### config.mk
export PLATFORM = sky130hd
export DESIGN_NAME = spi_fifo_status_irq
export DESIGN_NICKNAME = d
export VERILOG_FILES = /design/src/rtl/spi_fsi_pkg.sv /design/src/rtl/spi_fsi_ctrl.sv /design/src/rtl/spi_fsi_datapath.sv /design/src/rtl/spi_fifo_status_irq.sv
export SDC_FILE = /design/constraint.sdc
export NUM_CORES = 1
export LEC_CHECK = 0
export ABC_AREA = 0
export BUFFER_PORTS_ARGS = -buffer_cell sky130_fd_sc_hd__buf_2
export CAP_MARGIN = 15
export CORE_MARGIN = 3
export CORE_UTILIZATION = 45
export CTS_CLUSTER_SIZE = 10
export DETAILED_ROUTE_END_ITERATION = 12
export PLACE_DENSITY = 0.79
export RECOVER_POWER = 100
export SLEW_MARGIN = 20
export SYNTH_ARGS = -nofsm -noshare
export SYNTH_HDL_FRONTEND = slang
export SYNTH_SLANG_ARGS = --single-unit
export TNS_END_PERCENT = 10
### constraint.sdc
create_clock -name clk -period 6.55 [get_ports clk]
set_clock_uncertainty 0.2 [all_clocks]
set_input_delay 1.6375 -clock clk [delete_from_list [all_inputs] [get_ports clk]]
set_output_delay 1.6375 -clock clk [all_outputs]
set_load 0.02 [all_outputs]
### src/rtl/spi_fsi_pkg.sv
`timescale 1ns/1ps
package spi_fsi_pkg;
  localparam int N_IRQ    = 5;
  localparam int N_STICKY = 3;  // 0 tx overflow, 1 rx underflow, 2 rx overflow
  localparam int N_THR    = 4;  // tx irq, rx irq, tx dma, rx dma

  localparam logic [2:0] ADDR_MASK     = 3'd0;
  localparam logic [2:0] ADDR_CLEAR    = 3'd1;
  localparam logic [2:0] ADDR_THR_BASE = 3'd2;
  localparam logic [2:0] ADDR_DMA_EN   = 3'd6;

  typedef struct packed {
    logic [N_STICKY-1:0] setEvt;
    logic [N_STICKY-1:0] clrEvt;
  } evtStrb_t;
endpackage

### src/rtl/spi_fsi_ctrl.sv
`timescale 1ns/1ps
module spi_fsi_ctrl
  import spi_fsi_pkg::*;
#(
  parameter int DEPTH = 32,
  parameter int REG_W = 8,
  localparam int LVL_W = $clog2(DEPTH + 1),
  localparam int THR_W = $clog2(DEPTH)
) (
  input  logic             clk,
  input  logic             rstN,
  input  logic             regWrEn,
  input  logic [2:0]       regAddr,
  input  logic [REG_W-1:0] regWrData,
  input  logic             txPush,
  input  logic             rxPush,
  input  logic             rxPop,
  input  logic [LVL_W-1:0] txLevel,
  input  logic [LVL_W-1:0] rxLevel,
  output evtStrb_t         strb,
  output logic [N_IRQ-1:0] maskQ,
  output logic [1:0]       dmaEnQ,
  output logic [THR_W-1:0] txIrqThr,
  output logic [THR_W-1:0] rxIrqThr,
  output logic [THR_W-1:0] txDmaLvl,
  output logic [THR_W-1:0] rxDmaLvl,
  output logic [REG_W-1:0] regRdData
);
  localparam logic [LVL_W-1:0] FULL_LVL = LVL_W'(DEPTH);

  logic [THR_W-1:0] thrQ [N_THR];
  logic             clrWr;
  logic             thrOk;

  assign clrWr = regWrEn && (regAddr == ADDR_CLEAR);
  assign thrOk = regWrData < REG_W'(DEPTH);

  // Event detection, index order matches rawIrq bits 1..3
  assign strb.setEvt[0] = txPush && (txLevel == FULL_LVL);
  assign strb.setEvt[1] = rxPop  && (rxLevel == '0);
  assign strb.setEvt[2] = rxPush && (rxLevel == FULL_LVL);
  assign strb.clrEvt[0] = clrWr && (regWrData[0] || regWrData[3]);
  assign strb.clrEvt[1] = clrWr && (regWrData[0] || regWrData[1]);
  assign strb.clrEvt[2] = clrWr && (regWrData[0] || regWrData[2]);

  always_ff @(posedge clk or negedge rstN) begin
    if (!rstN) begin
      maskQ  <= '0;
      dmaEnQ <= '0;
    end else if (regWrEn) begin
      if (regAddr == ADDR_MASK)   maskQ  <= regWrData[N_IRQ-1:0];
      if (regAddr == ADDR_DMA_EN) dmaEnQ <= regWrData[1:0];
    end
  end

  for (genvar g = 0; g < N_THR; g++) begin : gThr
    always_ff @(posedge clk or negedge rstN) begin
      if (!rstN)
        thrQ[g] <= '0;
      else if (regWrEn && thrOk && (regAddr == ADDR_THR_BASE + 3'(g)))
        thrQ[g] <= regWrData[THR_W-1:0];
    end
  end

  assign txIrqThr = thrQ[0];
  assign rxIrqThr = thrQ[1];
  assign txDmaLvl = thrQ[2];
  assign rxDmaLvl = thrQ[3];

  always_comb begin
    regRdData = '0;
    unique case (regAddr)
      ADDR_MASK:          regRdData = REG_W'(maskQ);
      ADDR_THR_BASE:      regRdData = REG_W'(thrQ[0]);
      ADDR_THR_BASE + 3'd1: regRdData = REG_W'(thrQ[1]);
      ADDR_THR_BASE + 3'd2: regRdData = REG_W'(thrQ[2]);
      ADDR_THR_BASE + 3'd3: regRdData = REG_W'(thrQ[3]);
      ADDR_DMA_EN:        regRdData = REG_W'(dmaEnQ);
      default:            regRdData = '0;
    endcase
  end
endmodule

### src/rtl/spi_fsi_datapath.sv
`timescale 1ns/1ps
module spi_fsi_datapath
  import spi_fsi_pkg::*;
#(
  parameter int DEPTH = 32,
  localparam int LVL_W = $clog2(DEPTH + 1),
  localparam int THR_W = $clog2(DEPTH)
) (
  input  logic             clk,
  input  logic             rstN,
  input  evtStrb_t         strb,
  input  logic [LVL_W-1:0] txLevel,
  input  logic [LVL_W-1:0] rxLevel,
  input  logic             engineBusy,
  input  logic [N_IRQ-1:0] maskQ,
  input  logic [1:0]       dmaEnQ,
  input  logic [THR_W-1:0] txIrqThr,
  input  logic [THR_W-1:0] rxIrqThr,
  input  logic [THR_W-1:0] txDmaLvl,
  input  logic [THR_W-1:0] rxDmaLvl,
  output logic [4:0]       status,
  output logic [N_IRQ-1:0] rawIrq,
  output logic [N_IRQ-1:0] maskedIrq,
  output logic             irqOut,
  output logic             txDmaReq,
  output logic             rxDmaReq
);
  localparam logic [LVL_W-1:0] FULL_LVL = LVL_W'(DEPTH);

  logic [N_STICKY-1:0] stickyQ;

  // Set has priority over clear in the same cycle
  always_ff @(posedge clk or negedge rstN) begin
    if (!rstN) stickyQ <= '0;
    else       stickyQ <= (stickyQ & ~strb.clrEvt) | strb.setEvt;
  end

  assign status = {rxLevel == FULL_LVL, rxLevel == '0,
                   txLevel == '0, txLevel == FULL_LVL, engineBusy};

  assign rawIrq = {rxLevel > LVL_W'(rxIrqThr), stickyQ,
                   txLevel <= LVL_W'(txIrqThr)};
  assign maskedIrq = rawIrq & maskQ;
  assign irqOut    = |maskedIrq;

  assign txDmaReq = dmaEnQ[1] && (txLevel <= LVL_W'(txDmaLvl));
  assign rxDmaReq = dmaEnQ[0] && (rxLevel >  LVL_W'(rxDmaLvl));
endmodule

### src/rtl/spi_fifo_status_irq.sv
`timescale 1ns/1ps
module spi_fifo_status_irq
  import spi_fsi_pkg::*;
#(
  parameter int DEPTH = 32,
  parameter int REG_W = 8,
  localparam int LVL_W = $clog2(DEPTH + 1),
  localparam int THR_W = $clog2(DEPTH)
) (
  input  logic             clk,
  input  logic             rstN,
  input  logic [LVL_W-1:0] txLevel,
  input  logic [LVL_W-1:0] rxLevel,
  input  logic             txPush,
  input  logic             rxPush,
  input  logic             rxPop,
  input  logic             engineBusy,
  input  logic             regWrEn,
  input  logic [2:0]       regAddr,
  input  logic [REG_W-1:0] regWrData,
  output logic [REG_W-1:0] regRdData,
  output logic [4:0]       status,
  output logic [N_IRQ-1:0] rawIrq,
  output logic [N_IRQ-1:0] maskedIrq,
  output logic             irqOut,
  output logic             txDmaReq,
  output logic             rxDmaReq
);
  evtStrb_t         strb;
  logic [N_IRQ-1:0] maskQ;
  logic [1:0]       dmaEnQ;
  logic [THR_W-1:0] txIrqThr, rxIrqThr, txDmaLvl, rxDmaLvl;

  spi_fsi_ctrl #(.DEPTH(DEPTH), .REG_W(REG_W)) ctrl_i (
    .clk(clk), .rstN(rstN), .regWrEn(regWrEn), .regAddr(regAddr),
    .regWrData(regWrData), .txPush(txPush), .rxPush(rxPush), .rxPop(rxPop),
    .txLevel(txLevel), .rxLevel(rxLevel), .strb(strb), .maskQ(maskQ),
    .dmaEnQ(dmaEnQ), .txIrqThr(txIrqThr), .rxIrqThr(rxIrqThr),
    .txDmaLvl(txDmaLvl), .rxDmaLvl(rxDmaLvl), .regRdData(regRdData)
  );

  spi_fsi_datapath #(.DEPTH(DEPTH)) dp_i (
    .clk(clk), .rstN(rstN), .strb(strb), .txLevel(txLevel),
    .rxLevel(rxLevel), .engineBusy(engineBusy), .maskQ(maskQ),
    .dmaEnQ(dmaEnQ), .txIrqThr(txIrqThr), .rxIrqThr(rxIrqThr),
    .txDmaLvl(txDmaLvl), .rxDmaLvl(rxDmaLvl), .status(status),
    .rawIrq(rawIrq), .maskedIrq(maskedIrq), .irqOut(irqOut),
    .txDmaReq(txDmaReq), .rxDmaReq(rxDmaReq)
  );
endmodule

Word level (Yosys, flattened, before mapping):

Index checks and enable logic that the tools add are counted.

* RAM bits: 0
* bits in latches: 0
* register bits: 30
* bits of input ports: 30
* logic and storage cells: 48
* ROM bits: 0
* memories kept: 0
* output and inout bits: 26

* equal/unequal tests: 8
* bitwise logic cells: 4
* add/subtract/negate cells: 0
* reduce and logical (&&, ||, !) cells: 23
* magnitude comparators: 5
* divide/modulo/power cells: 0
* muxes and demuxes: 1
* $mul: 0
* shift operators: 0

Operators by type and width (count)
* 5-bit one-hot mux with 6 select lines: 1
* 1-bit logical AND: 14
* 6-bit == test, second input constant: 2
* 6-bit by 5-bit > comparator with 1-bit output: 2
* 6-bit by 5-bit less-or-equal comparator with 1-bit output: 2
* 6-bit logical NOT: 2
* 3-bit == test, second input constant: 3
* 8-bit by 6-bit < comparator with 1-bit output, second input constant: 1
* 3-bit by 2-bit == test with 1-bit output, second input constant: 2
* 5-bit AND: 1
* 5-bit OR reduction: 1
* 2-bit AND reduction: 2
* 3-bit AND: 1
* 3-bit by 1-bit == test with 1-bit output, second input constant: 1
* 3-bit logical NOT: 1
* 1-bit logical OR: 3
* 3-bit NOT: 1
* 3-bit OR: 1

Depth between registers and ports, before layout:

Gate-level depths: netlist of the first run.

* word-level depth: 6
* gate-level depth with buffers: 6
* mapped depth without buffers: 6

Modules after synthesis:

From an unflattened synthesis of the first run, not the netlist that was laid out.

* cells, all modules: 209
* area total of the unflattened synthesis: 2188.3 µm²

Modules (own cells, without submodules)
* spi_fsi_ctrl: cells each 113, times used 1, area an instance 1443.9 µm²
* spi_fsi_datapath: cells each 96, times used 1, area an instance 744.5 µm²

Worst setup path after synthesis of the first run:

Ideal clock, no wire load.

* kind: input to output
* start point: input port rxLevel[4]
* end point: output port maskedIrq[4]
* arrival: 2.781 ns
* stages on the path: 5
* path slack: 1.931 ns
* path buffers: 0
* cells stage by stage: ha_1 -> and4b_1 -> and3_4 -> a311o_1 -> inv_1

* word-level cells in the longest chain between the ends: 2

RTL lines
* start, declared: line spi_fifo_status_irq.sv:13 `input logic [LVL_W-1:0] rxLevel,`
* 6-bit by 5-bit > comparator with 1-bit output: line spi_fsi_datapath.sv:41 `assign rawIrq = {rxLevel > LVL_W'(rxIrqThr), stickyQ,`
* 5-bit AND: line spi_fsi_datapath.sv:43 `assign maskedIrq = rawIrq & maskQ;`
* end, declared: line spi_fifo_status_irq.sv:24 `output logic [N_IRQ-1:0] maskedIrq,`

Every way passes these cells.

Worst setup path after layout of the first run:

* start point: input port regAddr[2]
* end point: output port regRdData[4]

* word-level cells in the longest chain between the ends: 2
* elaborated cells on any way between the ends: 7

RTL lines
* start, declared: line spi_fifo_status_irq.sv:19 `input logic [2:0] regAddr,`
* 3-bit == test (tied with other cells): line spi_fsi_ctrl.sv:72 `unique case (regAddr)`
* 5-bit one-hot mux with 6 select lines *: line spi_fsi_ctrl.sv:72
* end, declared: line spi_fifo_status_irq.sv:21 `output logic [REG_W-1:0] regRdData,`

Every way passes the cells marked *; elsewhere a longest branch is shown, timed or not.

==> results of run 1 <==
registers in the layout (all words and copies together) (netlist names):
name and cells:
ctrl_i.dmaEnQ 2, ctrl_i.maskQ 5, ctrl_i.rxDmaLvl 5, ctrl_i.rxIrqThr 5, ctrl_i.txDmaLvl 5, ctrl_i.txIrqThr 5
dp_i.stickyQ 3
layout by cell type (no fill, tap or decap), drive strengths merged, types with 4 or more instances in the layout:
master / n
inv: 23
nor3: 4
buf: 27
mux2: 21
dfrtp: 30
nor2: 8
o21ai: 18
nor2b: 6
nand2: 13
and4b: 4
ha: 20
nand3: 5
a21oi: 4
clkbuf: 30
layout make-up:
cell class	count	share of cell area
multi-input combinational	144	0.494
clock buffer	7	0.0360
inverter	23	0.0360
timing repair buffer	50	0.0922
clock inverter	1	0.00208
sequential	30	0.313
tap	52	0.0271
power breakdown:
group	internal (mW)	switching, mW
logic	0.0706	0.0938
registers	0.215	0.0225
clock network	0.0846	0.0739
total	0.370	0.190
path summary, 6_finish.rpt:
| kind | from | endpoint | slack (ps) | cells after the start |
|---|---|---|---|---|
| min in group asynchronous | rstN | ctrl_i.rxIrqThr[0]$_DFFE_PN0P_ | 1540 | 1 |
| worst max register to register | ctrl_i.maskQ[1]$_DFFE_PN0P_ | ctrl_i.maskQ[1]$_DFFE_PN0P_ | 5550 | 1 |
| worst min register to register | ctrl_i.txDmaLvl[3]$_DFFE_PN0P_ | ctrl_i.txDmaLvl[3]$_DFFE_PN0P_ | 310 | 1 |
| worst min-delay path | ctrl_i.txDmaLvl[3]$_DFFE_PN0P_ | ctrl_i.txDmaLvl[3]$_DFFE_PN0P_ | 310 | 1 |
| worst max-delay path | regAddr[2] | regRdData[4] | 1500 | 5 |
| max in group asynchronous | rstN | ctrl_i.rxDmaLvl[1]$_DFFE_PN0P_ | 3670 | 1 |
critical path, delay by kind of cell:
| family | cells | cell delay, ps |
|---|---|---|
| and+or+nand+nor | 1 | 470 |
| buffers and inverters | 2 | 740 |
| AOI/OAI and AO/OA | 2 | 360 |
kinds of logic (layout without fill, tap and decap cells):
logic type | count (synthesis) | in the layout
mux | 26 | 26
other cells | 1 | 3
simple gates | 54 | 54
fa+ha+maj | 20 | 20
compound gates | 41 | 41
flops | 30 | 30
buf+inv | 32 | 81
routing by layer:
| layer | vias to the layer above | wire length [um] | track usage |
|---|---|---|---|
| li1 | 831 | - | - |
| met1 | 852 | 2270 | 0.238 |
| met2 | 44 | 2420 | 0.310 |
| met3 | 10 | 242 | 0.0427 |
| met4 | 0 | 114 | 0.0889 |
| met5 | - | 0 | 0 |
==> flow_metrics.env, run 1 <==
export IMPL_drt_total_wl_um=5040
export IMPL_synth_edf_count=0
export IMPL_power_leakage_nw=1.15
export IMPL_first_global_vias=1616
export IMPL_multi_input_area_mm2=0.00119
export IMPL_ant_nets=0
export IMPL_powerDensity_mw_per_mm2=233
export IMPL_setup_viol=0
export IMPL_route_detailed_drc=0
export IMPL_start_kind="primary input"
export IMPL_antenna_found_initial=0
export IMPL_grt_overflow_total=0
export IMPL_rsz0062_at_grt="false"
export IMPL_pre_cts_ws_ps=1600
export IMPL_place_detailed_hpwl_um=3920
export IMPL_tns_ps=0
export IMPL_ys_seq_area_frac=0.352
export IMPL_final_net_count=304
export IMPL_clk_latency_ps=290
export IMPL_synth_compound_area_frac=0.125
export IMPL_synth_warnings=0
export IMPL_hold_buffers=0
export IMPL_crit_path_max_incr_delay_ps=480
export IMPL_cp_cell_sequence="clkbuf_1 > nor2b_1 > a22oi_1 > a21oi_1 > clkbuf_1"
export IMPL_row_count=24
export IMPL_synthAdderAreaFrac=0.117
export IMPL_synth_simple_area_share=0.185
export IMPL_netlist_top_cells_area="dfrtp_1, ha_1, mux2_2, o21ai_0, inv_1"
export IMPL_dieHeight_um=74.8
export IMPL_worst_ir_drop_vdd_mv=0.0921
export IMPL_cts_resized=0
export IMPL_grt_pass1_wl_um=7810
export IMPL_async_flop_share=1.00
export IMPL_ys_ff_latch=30
export IMPL_slowest_stage="clkbuf_1"
export IMPL_cp_max_fo=13
export IMPL_cts_buffers=5
export IMPL_track_usage=0.190
export IMPL_io_pins=56
export IMPL_io_buffer_count=50
export IMPL_yosysUniqueCellTypes=43
export IMPL_synth_xor_area_share=0
export IMPL_post_route_util=0.537
export IMPL_synth_top_family_by_area="simple AND/OR/NAND/NOR gates"
export IMPL_synthTopCellsByCount="dfrtp_1, inv_1, mux2_2, ha_1, o21ai_0"
export IMPL_fmax_mhz=198
export IMPL_synth_cells=204
export IMPL_fin_crit_sh=0.770
export IMPL_placed_area_mm2=0.00239
export IMPL_final_cell_area_mm2=0.00240
export IMPL_coreArea_mm2=0.00447
export IMPL_critPathKind="in -> out"
export IMPL_hold_viol_final=0
export IMPL_clk_pin_slew_ps=60
export IMPL_postSynthAreaPerCell_um2=10.4
export IMPL_cp_required_ps=4710
export IMPL_drv_cap=1
export IMPL_arrival_ps=3210
export IMPL_synth_largest_area_cell="dfrtp_1"
export IMPL_slew_headroom=-0.0735
export IMPL_synth_most_common_cell="dfrtp_1"
export IMPL_cts_tree="built"
export IMPL_total_power_uw=561
export IMPL_synth_top_cell_area_share=0.352
export IMPL_initial_utilization=0.476
export IMPL_maxSlewViolCount=31
export IMPL_die_w_um=74.8
export IMPL_cp_common_cell="clkbuf_1"
export IMPL_place_congestion=0.779
export IMPL_drt_pass1_iter_count=4
export IMPL_setup_ws_ps=1500
export IMPL_worstHoldPathType="reg -> reg"
export IMPL_drive_above_1_share=0.255
export IMPL_failed_checks="max-capacitance violations, max-slew violations"
export IMPL_netlist_area_mm2=0.00213
export IMPL_wl_per_cell_um=16.4
export IMPL_whs_ps=314
export IMPL_period_minus_slack_ps=5050
export IMPL_clkSinkCount=30
export IMPL_synth_top_flop_cell="dfrtp_1"
export IMPL_grt_max_degree=31
export IMPL_crit_path_end_kind="output port"
export IMPL_h_tree_depth=2
export IMPL_clock_path_buffers=2
export IMPL_diodes=0
export IMPL_seqCellArea_um2=751
export IMPL_fillers=421
export IMPL_status="finished with violations"
export IMPL_root_buffer="clkbuf_8"
export IMPL_final_cell_count_no_fill=307
export IMPL_via_per_inst=5.66
export IMPL_postCtsSetupRepairBufs=0
export IMPL_die_area_mm2=0.00560
export IMPL_synthMuxAreaShare=0.146
export IMPL_tightest_slew_ps=1610
export IMPL_drtIter0Drc=99
export IMPL_placed_cells=299
export IMPL_area_delta_synth_final_pct=12.7
export IMPL_num_vias=1737
No activity file was read; power rests on OpenSTA's default activity.
==> run 2: changes to the inputs <==
clock period = 4.8 ns   (was 6.55 ns; I/O delays follow)
==> run 2 against run 1 <==
The run still ends with max-capacitance violations, max-slew violations left. First-iteration DRC count shrank 5.1%. Clock power grew 21%. Register-to-register slack lost 1800 ps.
==> flow_metrics.env, run 2 (synthesized netlist as in run 1, its figures left out) <==
export IMPL_placed_cells=299
export IMPL_setup_viol=0
export IMPL_drt_pass1_iter_count=4
export IMPL_grt_pass1_wl_um=7710
export IMPL_worstHoldPathType="reg -> reg"
export IMPL_drtIter0Drc=94
export IMPL_worst_ir_drop_vdd_mv=0.125
export IMPL_drv_cap=1
export IMPL_route_detailed_drc=0
export IMPL_arrival_ps=2760
export IMPL_clk_pin_slew_ps=60
export IMPL_clk_latency_ps=280
export IMPL_drive_above_1_share=0.244
export IMPL_layout_commonest_cell="dfrtp_1"
export IMPL_clock_path_buffers=2
export IMPL_maxSlewViolCount=31
export IMPL_rsz0062_at_grt="false"
export IMPL_grt_overflow_total=0
export IMPL_fin_crit_sh=0.867
export IMPL_slew_headroom=-0.0690
export IMPL_cp_required_ps=3400
export IMPL_grt_max_degree=31
export IMPL_track_usage=0.187
export IMPL_critPathKind="in -> out"
export IMPL_cts_resized=0
export IMPL_postCtsSetupRepairBufs=0
export IMPL_hold_viol_final=0
export IMPL_initial_utilization=0.476
export IMPL_status="finished with violations"
export IMPL_cp_max_fo=13
export IMPL_failed_checks="max-capacitance violations, max-slew violations"
export IMPL_io_pins=56
export IMPL_cts_buffers=5
export IMPL_hold_buffers=0
export IMPL_whs_ps=313
export IMPL_tns_ps=0
export IMPL_ant_nets=0
export IMPL_final_net_count=304
export IMPL_tightest_slew_ps=1600
export IMPL_crit_path_end_kind="output port"
export IMPL_powerDensity_mw_per_mm2=310
export IMPL_die_area_mm2=0.00560
export IMPL_first_global_vias=1616
export IMPL_io_buffer_count=50
export IMPL_fmax_mhz=240
export IMPL_place_detailed_hpwl_um=3890
export IMPL_place_congestion=0.779
export IMPL_die_w_um=74.8
export IMPL_via_per_inst=5.68
export IMPL_area_delta_synth_final_pct=11.9
export IMPL_final_cell_count_no_fill=306
export IMPL_dieHeight_um=74.8
export IMPL_antenna_found_initial=0
export IMPL_row_count=24
export IMPL_coreArea_mm2=0.00447
export IMPL_power_leakage_nw=1.14
export IMPL_clkSinkCount=30
export IMPL_diodes=0
export IMPL_drt_total_wl_um=4960
export IMPL_wl_per_cell_um=16.2
export IMPL_setup_ws_ps=638
export IMPL_num_vias=1739
export IMPL_root_buffer="clkbuf_8"
export IMPL_start_kind="primary input"
export IMPL_cts_tree="built"
export IMPL_pre_cts_ws_ps=721
export IMPL_final_cell_mix="dfrtp_1, clkbuf_1, buf_2"
export IMPL_post_route_util=0.533
export IMPL_period_minus_slack_ps=4160
export IMPL_h_tree_depth=2
==> run 2: cell count changes in the layout (fill, tap and decap cells not counted) <==
| cell | change |
|---|---|
| clkinv_2 | -1 |
| buf_2 | -1 |
| clkbuf_8 | -1 |
| clkbuf_1 | +2 |
| and2_0 | -1 |
| and2_1 | +1 |
==> run 2: through the flow <==
step / cell area, um^2 / power [mW]
after global placement: 2390 / 0.551
after CTS: 2460 / 0.753
final: 2380 / 0.740
after global routing: 2380 / 0.782
after detailed placement: 2390 / 0.560
after floorplan: 2140 / 0.481
==> run 2: cell type report <==
class / instances / area (um^2)
multi-input combinational: 144 / 1190
timing repair buffer: 50 / 220
inverter: 23 / 86.3
clock buffer: 7 / 76.3
tap: 52 / 65.1
sequential: 30 / 751
fill: 424 / 2090
==> run 2: layer usage <==
metal / vias up / track usage / routed length, um
met1: 844 / 0.240 / 2240
li1: 830 / - / -
met2: 56 / 0.301 / 2330
met4: 0 / 0.0830 / 104
met5: - / 0 / 0
met3: 9 / 0.0441 / 296
==> run 2: worst paths after layout <==
path,slack (ps),cells after the start,end,startpoint
setup / recovery,640,5,regRdData[4],regAddr[2]
hold / removal,310,1,ctrl_i.txDmaLvl[3]$_DFFE_PN0P_,ctrl_i.txDmaLvl[3]$_DFFE_PN0P_
setup reg to reg,3800,1,ctrl_i.rxIrqThr[0]$_DFFE_PN0P_,ctrl_i.rxIrqThr[0]$_DFFE_PN0P_
hold reg to reg,310,1,ctrl_i.txDmaLvl[3]$_DFFE_PN0P_,ctrl_i.txDmaLvl[3]$_DFFE_PN0P_
max in group asynchronous,2360,1,ctrl_i.rxDmaLvl[1]$_DFFE_PN0P_,rstN
min in group asynchronous,1110,1,ctrl_i.rxIrqThr[0]$_DFFE_PN0P_,rstN
==> run 2: critical path, cell delays in order <==
cell	delay (ps)
clkbuf_1	470
nor2b_1	460
a22oi_1	150
a21oi_1	200
clkbuf_1	270
==> run 2: where the power goes <==
part | switching, mW | internal, mW
clock network | 0.0927 | 0.0996
registers | 0.0307 | 0.294
logic | 0.128 | 0.0959
total | 0.251 | 0.489
==> run 3: changes to the inputs <==
CTS_BUF_LIST = sky130_fd_sc_hd__clkbuf_8   (was default)
==> run 3 against run 2 <==
The flow still finishes with violations (max-capacitance violations, max-slew violations). Cell area did not move. Cell count did not move. Critical path depth did not move. Sequential share of layout area did not move. Die area did not move. First-iteration DRC count rose by 1.1%.
==> flow_metrics.env, run 3 (synthesized netlist as in run 1, its figures left out) <==
export IMPL_status="finished with violations"
export IMPL_failed_checks="max-capacitance violations, max-slew violations"
export IMPL_drv_cap=1
export IMPL_crit_start="regAddr[2]"
export IMPL_root_buffer="clkbuf_8"
export IMPL_layout_commonest_cell="dfrtp_1"
export IMPL_initial_utilization=0.476
export IMPL_placed_cells=299
export IMPL_worst_ir_drop_vdd_mv=0.124
export IMPL_grt_use_met2=0.301
export IMPL_coreArea_mm2=0.00447
export IMPL_area_delta_synth_final_pct=11.9
export IMPL_wl_per_cell_um=16.2
export IMPL_grt_overflow_total=0
export IMPL_drive_above_1_share=0.244
export IMPL_cp_depth=5
export IMPL_power_leakage_nw=1.15
export IMPL_cts_tree="built"
export IMPL_drt_total_wl_um=4960
export IMPL_crit_path_end_kind="output port"
export IMPL_endpoint="regRdData[4]"
export IMPL_rsz0062_at_grt="false"
export IMPL_grt_pass1_wl_um=7710
export IMPL_die_area_mm2=0.00560
export IMPL_grt_use_met3=0.0441
export IMPL_num_vias=1742
export IMPL_place_congestion=0.779
export IMPL_final_cell_area_mm2=0.00238
export IMPL_tightest_slew_ps=1620
export IMPL_slowest_stage="clkbuf_1"
export IMPL_hold_start="ctrl_i.txDmaLvl[3]$_DFFE_PN0P_"
export IMPL_post_route_util=0.533
export IMPL_powerDensity_mw_per_mm2=309
export IMPL_diodes=0
export IMPL_gr_usage_met1=0.240
export IMPL_reg2reg_slack_ps=3810
export IMPL_multi_input_area_mm2=0.00119
export IMPL_crit_buf_inv=2
export IMPL_dieHeight_um=74.8
export IMPL_final_cell_count_no_fill=306
export IMPL_clock_path_buffers=2
export IMPL_io_pins=56
export IMPL_cp_max_fo=13
export IMPL_cts_buffers=5
export IMPL_drtIter0Drc=95
export IMPL_period_minus_slack_ps=4190
export IMPL_crit_family="buffers and inverters"
export IMPL_postCtsSetupRepairBufs=0
export IMPL_hold_buffers=0
export IMPL_hold_viol_final=0
export IMPL_fmax_mhz=239
export IMPL_maxSlewViolCount=31
export IMPL_seqCellArea_um2=751
export IMPL_grt_max_degree=31
export IMPL_final_cell_mix="dfrtp_1, buf_2, inv_1"
export IMPL_first_global_vias=1616
export IMPL_tns_ps=0
export IMPL_placed_area_mm2=0.00239
export IMPL_whs_ps=314
export IMPL_clkSinkCount=30
export IMPL_slew_headroom=-0.0782
export IMPL_die_w_um=74.8
export IMPL_reg2reg_depth=1
export IMPL_place_detailed_hpwl_um=3890
export IMPL_cp_common_cell="clkbuf_1"
export IMPL_ant_nets=0
export IMPL_clk_pin_slew_ps=60
export IMPL_total_power_uw=737
export IMPL_final_net_count=304
export IMPL_row_count=24
export IMPL_crit_path_max_incr_delay_ps=480
export IMPL_via_per_inst=5.69
export IMPL_cp_required_ps=3400
export IMPL_critPathKind="in -> out"
export IMPL_pre_cts_ws_ps=721
export IMPL_fin_crit_sh=0.873
export IMPL_route_detailed_drc=0
export IMPL_setup_ws_ps=611
export IMPL_h_tree_depth=2
export IMPL_cts_resized=0
export IMPL_setup_viol=0
export IMPL_top_usage_layer="met2"
export IMPL_antenna_found_initial=0
export IMPL_cp_cell_sequence="clkbuf_1 > nor2b_1 > a22oi_1 > a21oi_1 > clkbuf_1"
export IMPL_track_usage=0.187
export IMPL_reg2reg_from="ctrl_i.rxIrqThr[0]$_DFFE_PN0P_"
export IMPL_reg2reg_to="ctrl_i.rxIrqThr[0]$_DFFE_PN0P_"
export IMPL_start_kind="primary input"
export IMPL_io_buffer_count=50
export IMPL_arrival_ps=2790
export IMPL_drt_pass1_iter_count=4
export IMPL_clk_latency_ps=290
export IMPL_fillers=424
export IMPL_worstHoldPathType="reg -> reg"
==> run 3: changes by cell type in the layout (fill, tap and decap cells not counted), sizes merged <==
| cell | previous run | this run |
|---|---|---|
| clkbuf | 31 | 29 |
| inv | 23 | 25 |
==> run 3: report_power, final <==
group	leakage [nW]	switching, mW	total, mW	internal, mW
Clock	0.0466	0.0942	0.189	0.0953
Combinational	0.723	0.127	0.223	0.0959
Sequential	0.379	0.0304	0.324	0.294
==> run 3: metal layers <==
metal / up-vias / share of wire
met1: 848 / 0.45
met2: 57 / 0.46
li1: 826 / -
met4: 0 / 0.022
met5: - / 0
met3: 11 / 0.068
==> run 3: how the worst min path moves through the flow <==
stage                                           to  slack, ps  cells past startpoint
floorplan           ctrl_i.txIrqThr[2]$_DFFE_PN0P_        280                      1
global placement    ctrl_i.txIrqThr[2]$_DFFE_PN0P_        290                      1
detailed placement       dp_i.stickyQ[1]$_DFF_PN0_        300                      1
CTS                      dp_i.stickyQ[2]$_DFF_PN0_        320                      1
global route        ctrl_i.txIrqThr[2]$_DFFE_PN0P_        340                      1
finish              ctrl_i.txDmaLvl[3]$_DFFE_PN0P_        310                      1
==> run 3: area by class of cell <==
class                      instances  share of cell area
clock buffer                       5              0.0289
clock inverter                     2             0.00315
inverter                          23              0.0362
multi-input combinational        144               0.497
sequential                        30               0.315
tap                               52              0.0273
timing repair buffer              50              0.0923
